$ cat src/rtl/txl_pkg.sv
package txl_pkg;
   typedef enum logic {
      LN_RUN  = 1'b0,
      LN_MARK = 1'b1
   } ln_state_t;
endpackage

$ cat src/rtl/txl_idle_ctl.sv
module txl_idle_ctl
   import txl_pkg::*;
#(
   parameter int END_SRCS = 3
) (
   input  logic                clk,
   input  logic                rst_n,
   input  logic                stb,
   input  logic [END_SRCS-1:0] end_mark,
   input  logic                mark_sel,
   input  logic                sdlc,
   input  logic                nrzi,
   input  logic                auto_open,
   input  logic                frame_req,
   output ln_state_t           state,
   output logic                force_hi,
   output logic                open_go
);
   logic any_end;
   logic auto_start;

   assign any_end    = |end_mark;
   assign auto_start = auto_open && sdlc && frame_req;

   // Forcing is only meaningful on an NRZI framed line in mark idle
   assign force_hi = (state == LN_MARK) && sdlc && nrzi && mark_sel;

   always_ff @(posedge clk or negedge rst_n) begin
      if (!rst_n) begin
         state   <= LN_MARK;
         open_go <= 1'b0;
      end else begin
         open_go <= 1'b0;
         if (stb) begin
            unique case (state)
               LN_RUN: begin
                  if (mark_sel && any_end) state <= LN_MARK;
               end
               LN_MARK: begin
                  if (!mark_sel) begin
                     state <= LN_RUN;
                  end else if (auto_start) begin
                     state   <= LN_RUN;
                     open_go <= 1'b1;
                  end
               end
               default: state <= LN_MARK;
            endcase
         end
      end
   end
endmodule

$ cat src/rtl/txl_coder.sv
module txl_coder #(
   parameter bit HAS_NRZI = 1'b1
) (
   input  logic clk,
   input  logic rst_n,
   input  logic stb,
   input  logic bit_in,
   input  logic nrzi_en,
   input  logic hold_mark,
   input  logic force_hi,
   output logic line
);
   logic lvl_q;
   logic lvl_d;

   generate
      if (HAS_NRZI) begin : g_nrzi
         always_comb begin
            if (hold_mark)
               lvl_d = (nrzi_en && !force_hi) ? lvl_q : 1'b1;
            else if (nrzi_en)
               lvl_d = bit_in ? lvl_q : ~lvl_q;
            else
               lvl_d = bit_in;
         end
      end else begin : g_nrz
         logic unused_cfg;
         assign unused_cfg = nrzi_en ^ force_hi;
         always_comb lvl_d = hold_mark ? 1'b1 : bit_in;
      end
   endgenerate

   always_ff @(posedge clk or negedge rst_n) begin
      if (!rst_n)   lvl_q <= 1'b1;
      else if (stb) lvl_q <= lvl_d;
   end

   assign line = lvl_q;
endmodule

$ cat src/rtl/tx_line_stage.sv
module tx_line_stage
   import txl_pkg::*;
#(
   parameter int END_SRCS = 3,
   parameter bit HAS_NRZI = 1'b1
) (
   input  logic                clk,
   input  logic                rst_n,
   input  logic                bit_stb,
   input  logic                tx_bit,
   input  logic [END_SRCS-1:0] end_mark,
   input  logic                cfg_sdlc,
   input  logic                cfg_nrzi,
   input  logic                cfg_mark_idle,
   input  logic                cfg_auto_open,
   input  logic                frame_req,
   output logic                txd,
   output logic                line_idle,
   output logic                open_go
);
   generate
      if (END_SRCS < 1) begin : g_bad_cfg
         $error("tx_line_stage: END_SRCS must be at least 1");
      end
   endgenerate

   ln_state_t st;
   logic      force_hi;

   txl_idle_ctl #(.END_SRCS(END_SRCS)) u_ctl (
      .clk       (clk),
      .rst_n     (rst_n),
      .stb       (bit_stb),
      .end_mark  (end_mark),
      .mark_sel  (cfg_mark_idle),
      .sdlc      (cfg_sdlc),
      .nrzi      (cfg_nrzi),
      .auto_open (cfg_auto_open),
      .frame_req (frame_req),
      .state     (st),
      .force_hi  (force_hi),
      .open_go   (open_go)
   );

   txl_coder #(.HAS_NRZI(HAS_NRZI)) u_coder (
      .clk       (clk),
      .rst_n     (rst_n),
      .stb       (bit_stb),
      .bit_in    (tx_bit),
      .nrzi_en   (cfg_nrzi),
      .hold_mark (st == LN_MARK),
      .force_hi  (force_hi),
      .line      (txd)
   );

   assign line_idle = (st == LN_MARK);
endmodule

$ cat config.mk
export PLATFORM = sky130hd
export DESIGN_NAME = tx_line_stage
export DESIGN_NICKNAME = d
export VERILOG_FILES = /design/src/rtl/txl_pkg.sv /design/src/rtl/txl_idle_ctl.sv /design/src/rtl/txl_coder.sv /design/src/rtl/tx_line_stage.sv
export SDC_FILE = /design/constraint.sdc
export NUM_CORES = 1
export LEC_CHECK = 0
export ABC_AREA = 1
export BUFFER_PORTS_ARGS = -buffer_cell sky130_fd_sc_hd__buf_2
export CAP_MARGIN = 20
export CORE_AREA = 4 4 41 43
export CTS_BUF_LIST = sky130_fd_sc_hd__clkbuf_8 sky130_fd_sc_hd__clkbuf_16
export DETAILED_ROUTE_END_ITERATION = 6
export DIE_AREA = 0 0 45 47
export GPL_TIMING_DRIVEN = 0
export PLACE_DENSITY = 0.42
export RECOVER_POWER = 100
export SYNTH_ARGS = -nofsm -noshare
export SYNTH_HDL_FRONTEND = slang
export SYNTH_SLANG_ARGS = --single-unit
$ cat constraint.sdc
create_clock -name clk -period 1.64 [get_ports clk]
set_clock_uncertainty 0.15 [all_clocks]
set_input_delay 0.246 -clock clk [delete_from_list [all_inputs] [get_ports clk]]
set_output_delay 0.246 -clock clk [all_outputs]
set_load 0.03 [all_outputs]
==> flow_summary.ini <==
[power_and_ir_drop]
power_density_nw_per_um2 = 1140
peakVddDrop_mv = 0.481
p_total_mw = 0.368
leakage_nw = 0.182

[timing]
tightestPinTransition_ps = 370
rsz0062_at_grt = false
fin_hold_ws_ps = 144
slew_viol_final = 0
finalCritPeriodShare_pct = 88.8
setup-tns-final_ps = 0
min_period_ps = 1460
setup_violations = 0
slew-limit-headroom_pct = 75.5
hold_viol_final = 0
max_freq_mhz = 687

[synthesis]
ys_async_sr_fraction_pct = 100
synth_fa_ha_area_share_pct = 0
synth_top_area_share_pct = 28.8
synth_edf_count = 0
yosys.area_share.simple_pct = 39.0
synth_mux_area_share_pct = 0
syn_inst = 27
synth_most_common_cell = nand2_1
synthTopCellsByCount = 8 x nand2_1, 6 x inv_1, 4 x nand3_1
ys_warn_count = 0
synth.distinct_cells = 9
mappedNetlistArea_um2 = 183
ys_ff_latch = 3
yosysSeqAreaShare_pct = 42.5
ys.flop_type = dfstp_2
synth_top_family_by_area = simple AND/OR/NAND/NOR gates
synth_top_area_cell = dfstp_2
syn_nets = 39
syn_area_per_cell_um2 = 6.77
synth_area_leaders = dfstp_2 29%, nand2_1 16%, dfrtp_1 14%, inv_1 12%, nand3_1 11%
synth_compound_area_share_pct = 6.16
yosys.area_share.xor_xnor_pct = 0

[critical_path]
critPathSlowestCell = dfstp_2
critical_path.top_delay_family = flip-flops
rrSetupSlack_ps = 490
r2r-start = u_ctl.state
cp.buffers_inverters = 1
crit_fanout = 3
crit_cells = 1
crit_start = u_coder.line
cp.arrival_ps = 1060
worstSetupStartpointType = flip-flop
worstReg2RegEnd = u_coder.line
required_ps = 1240
path_cells = clkbuf_1
path_class = reg2out
cp_slowest_stage_delay_ps = 530
worst_setup_path_end_kind = output port
reg2regPathDepth = 5

[global_route]
grt_util_met2_pct = 8.19
grt_pass1_vias = 208
antenna_found_initial = 0
grt_pass1_wl_um = 745
grt_max_degree = 6
grtUsageTotal_pct = 5.46
globalRoute.busiestLayer = met2
globalRouteMet1Util_pct = 4.79
grt_use_met3_pct = 7.28
overflow = 0

[detailed_routing]
ant_nets = 0
wl_um = 484
wl_per_cell_um = 7.93
post-route-drc-count = 0
first_pass_iters = 1
viasPerCell = 3.70
drtIter0Drc = 0
dr_total_vias = 226

[placed_design]
gp_congestion = 0.676
io_buffers = 14

[clocking]
cts.htree.levels = 1
cts_root_buffer = clkbuf_8
cts_tree = yes
cts_buffers = 3
worstSkewPairLatency_ps = 210
clkTransAtPathRegs_ps = 30
cts_buffer_depth = 2
cts_sinks = 3

[floorplanning]
core-area_um2 = 1300
fp.dieW_um = 45
die-area_um2 = 2120
start_util_pct = 14.0
rows = 13
io_pins = 15
chipHeight_um = 47

[cells_and_area]
fin_nets = 59
area_delta_synth_final_pct = 76.7
final_util_pct = 24.8
layout-drive-gt1-share_pct = 34.8
num_antenna_cells = 0

[min_path]
worstHoldStart = bit_stb
whs_path_depth = 3
hold_path_class = in2reg
holdPathEnd = u_coder.line

[run_status]
status = completed

[run]
cap_violations = 0
-- worst register-to-register path, cell delays in order (launching register included) --
cell	delay, ps
dfstp_1	570
nand3_1	130
nand3_2	90
nand2_1	50
nand2_1	50
nand2_1	40
-- worst max-delay path by stage --
stage / to / slack, ps
floorplan: u_coder.line / 450
global placement: line_idle / 480
detailed placement: line_idle / 490
CTS: line_idle / 250
global route: txd / 130
finish: txd / 180
-- timing repair --
item,CTS,global route
hold endpoints to repair,3,0
resized for setup,0,0
setup buffers,0,0
hold buffers,1,0
-- cell type report --
cell class	count	area (um2)
clock buffers	3	41.3
clock inverters	1	3.75
fillers	164	978
inverters	6	22.5
multi-input cells	18	82.6
flip-flops and latches	3	77.6
well taps	15	18.8
repair buffers	15	76.3
-- stage by stage --
step / cell area [um2] / std cells / setup slack, ps
final: 323 / 61 / 184
after global routing: 323 / 61 / 133
after CTS: 327 / 61 / 251
after detailed placement: 272 / 56 / 486
after global placement: 272 / 56 / 483
after floorplan: 183 / 27 / 446
-- report_power, final --
group,switching [mW],internal (mW)
Clock,0.0473,0.159
Combinational,0.0406,0.0260
Sequential,0.00759,0.0872
-- cell usage in the layout, fill, tap and decap left out --
cell type and n:
dlygate4sd3_1 1, a21oi_1 1, dfstp_1 1, nand3_2 1, nand2_1 8, dfstp_2 1
clkbuf_1 3, nand3_1 4, clkbuf_8 3, inv_1 7, dfrtp_1 1, buf_2 10
clkbuf_2 1, o22ai_1 1, nor2_1 3
-- kinds of logic (layout without fill, tap and decap cells) --
family,after synthesis,after routing
and+or+nand+nor,16,16
buffers and inverters,6,25
DFF,3,3
AOI/OAI and AO/OA,2,2
-- flip-flops by register name, summed over array words and instances, names as in the netlist --
register,flops
u_coder.line,1
u_ctl.open_go,1
u_ctl.state,1
-- per-layer routing --
layer,routed length (um),up-vias
met5,0,-
met4,0,0
li1,-,120
met2,218,12
met1,181,94
met3,84,0
Power figures use the tool's default switching activity.
